$ cat config.mk
export PLATFORM = sky130hd
export DESIGN_NAME = icm_ctrl
export DESIGN_NICKNAME = d
export VERILOG_FILES = /design/src/rtl/icm_pkg.sv /design/src/rtl/icm_valid_array.sv /design/src/rtl/icm_mode_regs.sv /design/src/rtl/icm_decide.sv /design/src/rtl/icm_ctrl.sv
export SDC_FILE = /design/constraint.sdc
export NUM_CORES = 1
export LEC_CHECK = 0
export ABC_AREA = 1
export BUFFER_PORTS_ARGS = -buffer_cell sky130_fd_sc_hd__buf_2
export CAP_MARGIN = 20
export CORE_MARGIN = 5
export CORE_UTILIZATION = 55
export CTS_CLUSTER_DIAMETER = 120
export CTS_CLUSTER_SIZE = 10
export DETAILED_ROUTE_END_ITERATION = 7
export HOLD_SLACK_MARGIN = 0.1
export PLACE_DENSITY = 0.74
export SYNTH_ARGS = -nofsm -noshare
export SYNTH_HDL_FRONTEND = slang
export SYNTH_SLANG_ARGS = --single-unit
export TNS_END_PERCENT = 20
$ cat constraint.sdc
create_clock -name clk -period 2.6 [get_ports clk]
set_input_delay 0.26 -clock clk [delete_from_list [all_inputs] [get_ports clk]]
set_output_delay 0.26 -clock clk [all_outputs]
set_load 0.05 [all_outputs]
$ cat src/rtl/icm_pkg.sv
package icm_pkg;
  typedef enum logic [1:0] {
    K_NONE   = 2'd0,
    K_HIT    = 2'd1,
    K_FILL   = 2'd2,
    K_SINGLE = 2'd3
  } kind_t;

  typedef enum logic [1:0] {
    S_IDLE = 2'd0,
    S_FILL = 2'd1,
    S_BUS  = 2'd2
  } state_t;
endpackage

$ cat src/rtl/icm_valid_array.sv
module icm_valid_array #(
  parameter int LINES = 64,
  localparam int IDX_W = $clog2(LINES)
) (
  input  logic             clk,
  input  logic             rst,
  input  logic             clr_all,
  input  logic             set_en,
  input  logic [IDX_W-1:0] set_idx,
  input  logic [IDX_W-1:0] rd_idx,
  output logic             rd_valid
);
  logic [LINES-1:0] vld;

  // One flop per line so the whole array can be wiped in a single edge.
  for (genvar i = 0; i < LINES; i++) begin : g_line
    always_ff @(posedge clk) begin
      if (rst || clr_all) begin
        vld[i] <= 1'b0;
      end else if (set_en && (set_idx == IDX_W'(i))) begin
        vld[i] <= 1'b1;
      end
    end
  end

  assign rd_valid = vld[rd_idx];

  p_flash_clear_r2: assert property (@(posedge clk) disable iff (rst)
    clr_all |=> (vld == '0))
    else $error("flash clear left a line valid");

endmodule

$ cat src/rtl/icm_mode_regs.sv
module icm_mode_regs (
  input  logic clk,
  input  logic rst,
  input  logic cfg_we,
  input  logic cfg_flash,
  input  logic cfg_enable,
  input  logic cfg_lock,
  input  logic busy,
  output logic flash_clear,
  output logic eff_enable,
  output logic eff_lock
);
  logic flash_q;
  logic pend_enable;
  logic pend_lock;

  // Invalidate on the write that drops the flash field after it was set.
  assign flash_clear = cfg_we && !cfg_flash && flash_q;

  always_ff @(posedge clk) begin
    if (rst) begin
      flash_q     <= 1'b0;
      pend_enable <= 1'b0;
      pend_lock   <= 1'b0;
      eff_enable  <= 1'b0;
      eff_lock    <= 1'b0;
    end else begin
      if (cfg_we) begin
        flash_q     <= cfg_flash;
        pend_enable <= cfg_enable;
        pend_lock   <= cfg_lock;
      end
      if (!busy) begin
        eff_enable <= pend_enable;
        eff_lock   <= pend_lock;
      end
    end
  end

  p_mode_hold_r9: assert property (@(posedge clk) disable iff (rst)
    busy |=> ($stable(eff_enable) && $stable(eff_lock)))
    else $error("mode changed during an access");

endmodule

$ cat src/rtl/icm_decide.sv
module icm_decide
  import icm_pkg::*;
(
  input  logic  enable,
  input  logic  lock,
  input  logic  page_inhibit,
  input  logic  line_valid,
  input  logic  tag_match,
  output kind_t kind
);
  logic hit;

  assign hit = line_valid && tag_match;

  always_comb begin
    if (!enable || page_inhibit) begin
      kind = K_SINGLE;
    end else if (hit) begin
      kind = K_HIT;
    end else if (lock) begin
      kind = K_SINGLE;
    end else begin
      kind = K_FILL;
    end
  end
endmodule

$ cat src/rtl/icm_ctrl.sv
module icm_ctrl
  import icm_pkg::*;
#(
  parameter int LINES = 64,
  localparam int IDX_W = $clog2(LINES)
) (
  input  logic             clk,
  input  logic             rst,
  input  logic             soft_rst,
  input  logic             cfg_we,
  input  logic             cfg_flash,
  input  logic             cfg_enable,
  input  logic             cfg_lock,
  input  logic             req_valid,
  input  logic [IDX_W-1:0] req_index,
  input  logic             req_tag_match,
  input  logic             req_page_inhibit,
  input  logic             fill_done,
  input  logic             bus_done,
  output logic             req_ready,
  output logic             dec_valid,
  output logic [1:0]       dec_kind,
  output logic             bus_single,
  output logic             bus_burst,
  output logic             bus_ci,
  output logic             mode_enable,
  output logic             mode_lock
);
  state_t           state;
  kind_t            kind;
  logic             line_valid;
  logic             flash_clear;
  logic             set_en;
  logic [IDX_W-1:0] fill_idx;
  logic             busy;

  assign busy      = (state != S_IDLE);
  assign req_ready = !busy;
  assign set_en    = (state == S_FILL) && fill_done && !soft_rst;

  icm_mode_regs u_mode (
    .clk         (clk),
    .rst         (rst),
    .cfg_we      (cfg_we),
    .cfg_flash   (cfg_flash),
    .cfg_enable  (cfg_enable),
    .cfg_lock    (cfg_lock),
    .busy        (busy),
    .flash_clear (flash_clear),
    .eff_enable  (mode_enable),
    .eff_lock    (mode_lock)
  );

  icm_valid_array #(.LINES(LINES)) u_vld (
    .clk      (clk),
    .rst      (rst),
    .clr_all  (flash_clear),
    .set_en   (set_en),
    .set_idx  (fill_idx),
    .rd_idx   (req_index),
    .rd_valid (line_valid)
  );

  icm_decide u_dec (
    .enable       (mode_enable),
    .lock         (mode_lock),
    .page_inhibit (req_page_inhibit),
    .line_valid   (line_valid),
    .tag_match    (req_tag_match),
    .kind         (kind)
  );

  always_ff @(posedge clk) begin
    if (rst || soft_rst) begin
      state      <= S_IDLE;
      dec_valid  <= 1'b0;
      dec_kind   <= K_NONE;
      bus_single <= 1'b0;
      bus_burst  <= 1'b0;
      bus_ci     <= 1'b0;
      fill_idx   <= '0;
    end else begin
      dec_valid  <= 1'b0;
      dec_kind   <= K_NONE;
      bus_single <= 1'b0;
      bus_burst  <= 1'b0;
      case (state)
        S_IDLE: begin
          if (req_valid) begin
            dec_valid <= 1'b1;
            dec_kind  <= kind;
            fill_idx  <= req_index;
            if (kind == K_FILL) begin
              state     <= S_FILL;
              bus_burst <= 1'b1;
            end else if (kind == K_SINGLE) begin
              state      <= S_BUS;
              bus_single <= 1'b1;
              bus_ci     <= 1'b1;
            end
          end
        end
        S_FILL: begin
          if (fill_done) state <= S_IDLE;
        end
        S_BUS: begin
          if (bus_done) begin
            state  <= S_IDLE;
            bus_ci <= 1'b0;
          end
        end
        default: state <= S_IDLE;
      endcase
    end
  end

  p_single_ci_r3: assert property (@(posedge clk) disable iff (rst)
    bus_single |-> bus_ci)
    else $error("single-beat read without cache-inhibit");

  p_burst_no_ci_r5: assert property (@(posedge clk) disable iff (rst)
    bus_burst |-> !bus_ci)
    else $error("line fill with cache-inhibit");

  p_fill_unlocked_r6: assert property (@(posedge clk) disable iff (rst)
    (dec_valid && dec_kind == K_FILL) |-> ($past(mode_enable) && !$past(mode_lock)))
    else $error("fill decided while locked or disabled");

  p_ready_low_r10: assert property (@(posedge clk) disable iff (rst || soft_rst)
    (state == S_FILL && !fill_done) |=> !req_ready)
    else $error("ready raised during a fill");

endmodule

==> Yosys cells after proc, flatten, opt, wreduce, memory -nomap -nowiden <==
Cells that the tools add are included.
{ "classes": {"magnitude_cmp": 1, "n_eq_ne": 73, "mux": 19, "bitwise": 2, "n_reduce_logical": 86} }
{ "op_table": {"columns": ["op", "count"], "rows": [
  ["equality test 6 bit, second input constant", 32],
  ["equality test 6 x 5 -> 1 bit, second input constant", 16],
  ["logical AND 1 bit", 69],
  ["equality test 6 x 4 -> 1 bit, second input constant", 8],
  ["equality test 6 x 3 -> 1 bit, second input constant", 4],
  ["2-to-1 mux 2 bit", 7],
  ["equality test 6 x 2 -> 1 bit, second input constant", 2],
  ["inequality test 2 bit, second input constant", 5],
  ["2-to-1 mux 1 bit", 9],
  ["< comparator 6 x 7 -> 1 bit, second input constant", 1],
  ["binary-select mux 1 bit (select 6 bit)", 1],
  ["equality test 2 bit, second input constant", 3],
  ["equality test 6 x 1 -> 1 bit, second input constant", 1],
  ["logical NOT 6 bit", 1],
  ["case mux 2 bit (3 select lines)", 1],
  ["AND reduction 5 bit", 1],
  ["logical NOT 1 bit", 4],
  ["AND reduction 4 bit", 1],
  ["nonzero test 2 bit", 2],
  ["OR reduction 4 bit", 1],
  ["logical OR 1 bit", 3],
  ["inequality test 3 bit, second input constant", 1],
  ["OR reduction 3 bit", 1],
  ["equality test 2 x 1 -> 1 bit, second input constant", 1],
  ["other kinds (5)", 6]
]} }
{ "totals": {"ff_bits": 83, "input_bits": 18, "output_inout_bits": 9} }

==> Longest topological paths before layout <==
{ "depth": {"word_depth": 10, "depth_mapped": 17} }

==> By module <==
A second synthesis with hierarchy kept.
{ "hier_totals": {"hier_cells": 500, "hier_area_um2": 3542.1} }
{ "modules_own_cells": {"columns": ["mod", "n_inst", "cells_per_inst", "area_per_inst_um2", "seq_area_each_um2"], "rows": [
  ["icm_valid_array", 1, 391, 2730.1, 1281.2],
  ["icm_ctrl", 1, 70, 579.3, 280.3],
  ["icm_mode_regs", 1, 33, 205.2, 100.1],
  ["icm_decide", 1, 6, 27.5, 0.0]
]} }

==> Worst setup path after synthesis <==
No wires, ideal clock.
{ "synth_path": {"path_kind": "reg2reg", "start": "register state[1]", "end": "register fill_idx[3]", "setup_ns": 0.127, "arrival_time_ns": 1.865, "required_ns": 2.473, "slack_ns": 0.608, "path_stages_with_launch": 6, "path_buffers": 1, "synth_period_minus_slack_ns": 1.992, "cell_sequence": "dfxtp_1 nor2_1 nand2_1 clkbuf_1 o21ai_0 a21oi_1"} }
{ "synth_via": {"elab_chain_cells": 2} }
{ "synth_rtl": {"columns": ["item", "line", "source"], "rows": [
  ["start, declared", "icm_ctrl.sv:29", "state_t state;"],
  ["start signal, assigned", "icm_ctrl.sv:75", "state <= S_IDLE;"],
  ["start signal, assigned", "icm_ctrl.sv:94", "state <= S_FILL;"],
  ["start signal, assigned", "icm_ctrl.sv:97", "state <= S_BUS;"],
  ["logical NOT 2 bit", "icm_ctrl.sv:87", "case (state)"],
  ["AND reduction 2 bit (no line)", null, null],
  ["end signal, assigned", "icm_ctrl.sv:92", "fill_idx <= req_index;"],
  ["end, declared", "icm_ctrl.sv:34", "logic [IDX_W-1:0] fill_idx;"]
]} }
No other way between the ends.
A chain may end at the register's enable or synchronous reset.

==> Worst setup path in the final report <==
{ "layout_path": {"start": "input port req_index[0]", "end": "register bus_ci"} }
{ "layout_via": {"elab_chain_cells": 8, "word_cells_on_any_way": 10} }
{ "layout_rtl": {"columns": ["item", "line", "source"], "rows": [
  ["start, declared", "icm_ctrl.sv:15", "input logic [IDX_W-1:0] req_index,"],
  ["binary-select mux 1 bit (select 6 bit) (*)", "icm_valid_array.sv:26", "assign rd_valid = vld[rd_idx];"],
  ["2-to-1 mux 1 bit (implied by the code) (*)", "icm_valid_array.sv:26", null],
  ["logical AND 1 bit (*)", "icm_decide.sv:13", "assign hit = line_valid && tag_match;"],
  ["2-to-1 mux 2 bit (*)", "icm_decide.sv:18", "end else if (hit) begin"],
  ["2-to-1 mux 2 bit (*)", "icm_decide.sv:16", "if (!enable || page_inhibit) begin"],
  ["equality test 2 bit, on equally long branches", "icm_ctrl.sv:96, icm_ctrl.sv:93", null],
  ["inequality test 2 bit (no line)", null, null],
  ["AND reduction 5 bit (no line) (*)", null, null],
  ["end signal, assigned", "icm_ctrl.sv:80", "bus_ci <= 1'b0;"],
  ["end signal, assigned", "icm_ctrl.sv:99", "bus_ci <= 1'b1;"],
  ["end signal, assigned", "icm_ctrl.sv:109", "bus_ci <= 1'b0;"],
  ["end, declared", "icm_ctrl.sv:25", "output logic bus_ci,"]
]} }
Every way passes the cells marked *; elsewhere a longest branch is shown, timed or not. The select of a mux whose other input is x is not followed.

==> insert_results.sql <==
INSERT INTO impl_metrics (metric_group, metric, value, unit) VALUES
('clock_network', 'post_cts_buffers', '0', ''),
('critical_path', 'worstRegToRegCells', '13', ''),
('grt', 'grt_antenna_before_repair', '0', ''),
('sta', 'rsz0062_at_grt', 'no', ''),
('synth', 'synth_seq_cells', '83', ''),
('routing', 'vias', '3241', ''),
('synth', 'share_of_synthesized_registers_carrying_an_async_set_or_reset', '0', '%'),
('synth', 'syn-instance-count', '487', ''),
('critical_path', 'timing.critical_path.fanout_max', '21', ''),
('clock_network', 'cts.hold.buffers_added', '0', ''),
('status', 'run_status', 'finished, final reports clean', ''),
('synth', 'synthTopCellsByArea', 'sky130_fd_sc_hd__dfxtp_1 47%, sky130_fd_sc_hd__nand2_1 11%, sky130_fd_sc_hd__a21oi_1 11%, sky130_fd_sc_hd__nor2_1 9.9%, sky130_fd_sc_hd__nand3_1 8.3%', ''),
('critical_path', 'setup_slack_on_the_worst_flop_to_flop_path', '1.07', 'ns'),
('floorplanning', 'num_rows', '29', ''),
('critical_path', 'crit_path_top_delay_cell', 'sky130_fd_sc_hd__buf_4', ''),
('synth', 'netlist_top_cells_count', '104 x sky130_fd_sc_hd__nand2_1, 93 x sky130_fd_sc_hd__nor2_1, 83 x sky130_fd_sc_hd__dfxtp_1', ''),
('grt', 'first_global_vias', '3002', ''),
('min_path', 'hold_path_end', 'u_mode.pend_lock', ''),
('power', 'vdd_ir_drop_max', '0.4486', 'mV'),
('synth', 'post-synth-top-area-fraction', '47.31', '%'),
('sta', 'maxSlewViolCount', '0', ''),
('sta', 'relSlewSlack', '57.24', '%'),
('clock_network', 'tritoncts_buffers', '9', ''),
('power', 'power.leakage', '1.580', 'nW'),
('synth', 'postSynthNetCount', '505', ''),
('sta', 'hold_viol_final', '0', ''),
('synth', 'flip_flop_cell_with_the_highest_count_after_synthesis', 'sky130_fd_sc_hd__dfxtp_1', ''),
('sta', 'setup_violations', '0', ''),
('floorplanning', 'io_pins', '27', ''),
('critical_path', 'setup.worst_path.end_class', 'register', ''),
('critical_path', 'critPathLaunchType', 'input port', ''),
('cells_and_area', 'num-fill-cells', '586', ''),
('min_path', 'timing.hold.worst.class', 'in -> reg', ''),
('floorplanning', 'die_width', '89.91', 'µm'),
('grt', 'grt_start_max_net_pins', '65', ''),
('clock_network', 'cts_htree_levels', '3', ''),
('place', 'place.gp.congestion', '0.9301', ''),
('clock_network', 'root_buffer', 'sky130_fd_sc_hd__clkbuf_8', ''),
('routing', 'route.detailed.wl_per_inst', '14.26', 'µm'),
('place', 'hpwl', '5.771', 'mm'),
('synth', 'synthesis.area_per_instance', '7.212', 'µm²'),
('synth', 'synthMostInstantiatedCell', 'sky130_fd_sc_hd__nand2_1', ''),
('cells_and_area', 'drive_gt1_share', '12.62', '%'),
('critical_path', 'crit_arrival', '1.96', 'ns'),
('critical_path', 'worst_setup_path_startpoint', 'req_index[0]', ''),
('clock_network', 'cts.path.max_buffers', '2', ''),
('floorplanning', 'fp.dieArea', '8084', 'µm²'),
('sta', 'maxClockFrequency', '585.5', 'MHz'),
('cells_and_area', 'nets', '530', ''),
('min_path', 'hold_path_depth', '3', ''),
('critical_path', 'max_stage_delay', '0.31', 'ns'),
('power', 'power_density', '626.2', 'nW/µm²'),
('cells_and_area', 'final-seq-area', '1662', 'µm²'),
('routing', 'route.detailed.drc', '0', ''),
('routing', 'number_of_vias_per_cell_after_detailed_routing', '5.475', ''),
('sta', 'final_min_period_over_clock_period', '65.69', '%'),
('grt', 'grt_overflow', '0', ''),
('critical_path', 'worst-endpoint-required', '2.86', 'ns'),
('grt', 'groute.usage.overall', '21.69', '%'),
('clock_network', 'tritoncts_clock_tree', 'done', ''),
('cells_and_area', 'area_growth', '9.369', '%'),
('synth', 'yosys.area.top_type', 'sky130_fd_sc_hd__dfxtp_1', ''),
('synth', 'seq_area_frac_synth', '47.31', '%'),
('critical_path', 'timing.critical_path.mode_cell', 'sky130_fd_sc_hd__nand2_1', ''),
('clock_network', 'ctsResizeCount', '0', ''),
('routing', 'drtAntennaViolNets', '0', ''),
('clock_network', 'clk_pin_slew', '0.08', 'ns'),
('cells_and_area', 'multiInputGateArea', '1584', 'µm²'),
('sta', 'timing_worst_slew_pin_value', '0.6414', 'ns'),
('sta', 'finalClockSkew', '0.005386', 'ns'),
('floorplanning', 'design.core.area', '6277', 'µm²');
-- metal layers --
| layer | track usage (%) | part of all wire (%) | vias to the layer above |
|---|---|---|---|
| met5 | 0 | 0 | - |
| met1 | 30.65 | 46 | 1482 |
| li1 | - | - | 1626 |
| met4 | 6.700 | 1.9 | 0 |
| met3 | 5.008 | 6.2 | 19 |
| met2 | 32.93 | 46 | 114 |
-- power by group --
group | total, mW | switching (mW) | internal, mW
Clock | 0.894 | 0.437 | 0.457
Combinational | 0.218 | 0.161 | 0.0574
Sequential | 1.29 | 0.00848 | 1.28
-- flip-flops by register name (all words and copies together) (netlist names) --
name and cells:
u_vld.vld 64, fill_idx 6, dec_kind 2, state 2, bus_burst 1, bus_ci 1
bus_single 1, dec_valid 1, u_mode.eff_enable 1, u_mode.eff_lock 1, u_mode.flash_q 1, u_mode.pend_enable 1
u_mode.pend_lock 1
-- final cells by class --
cell class / instances / area share (%)
sequential: 83 / 43.26
timing repair buffer: 36 / 5.342
multi-input combinational: 354 / 41.24
clock inverter: 3 / 1.042
inverter: 28 / 2.932
clock buffer: 11 / 3.681
tap: 77 / 2.508
-- worst max-delay path by stage --
stage | to | slack [ns] | depth (start not counted)
2_1_floorplan | fill_idx[3] | 0.61 | 5
3_3_place_gp | bus_ci | 0.64 | 15
3_5_place_dp | bus_ci | 0.59 | 15
4_1_cts | bus_ci | 0.95 | 15
5_1_grt | bus_ci | 0.69 | 15
6_report | bus_ci | 0.89 | 15
-- placed cells by master (no fill, tap or decap), types with 2 or more instances in the layout --
cell type                  count
sky130_fd_sc_hd__clkinv_2      2
sky130_fd_sc_hd__nor2_1       93
sky130_fd_sc_hd__dfxtp_1      83
sky130_fd_sc_hd__o21ai_0       9
sky130_fd_sc_hd__buf_2        26
sky130_fd_sc_hd__buf_4        10
sky130_fd_sc_hd__nand2_2       4
sky130_fd_sc_hd__a21oi_1      75
sky130_fd_sc_hd__nand3_1      58
sky130_fd_sc_hd__nor3_2        2
sky130_fd_sc_hd__inv_2         2
sky130_fd_sc_hd__clkbuf_8     10
sky130_fd_sc_hd__nand2_1     104
sky130_fd_sc_hd__inv_1        25
sky130_fd_sc_hd__nand3_2       2
-- per-stage QoR --
step / area [µm²] / utilization, % / hold WS [ns] / instances / worst slack (ns)
global placement: 3660 / 58.30 / 0.4470 / 578 / 0.6354
global route: 3841 / 61.19 / 0.1700 / 592 / 0.6861
CTS: 3841 / 61.19 / 0.1297 / 592 / 0.9487
floorplan: 3512 / - / 0.3949 / 487 / 0.6080
finish: 3841 / 61.19 / 0.1303 / 592 / 0.8921
detailed placement: 3660 / 58.30 / 0.4535 / 578 / 0.5902
-- critical path, delay by kind of cell --
kind | cells | cell delay [ns]
simple gates | 12 | 1.04
buf+inv | 2 | 0.60
compound gates | 1 | 0.05
-- kinds of logic after synthesis --
family | Yosys count | share of synthesized area [%]
AND/OR/NAND/NOR | 266 | 31.88
AO/OA/AOI/OAI | 88 | 12.90
buffers and inverters | 50 | 7.909
flip-flops | 83 | 47.31
(Power assumes the default switching activity.)
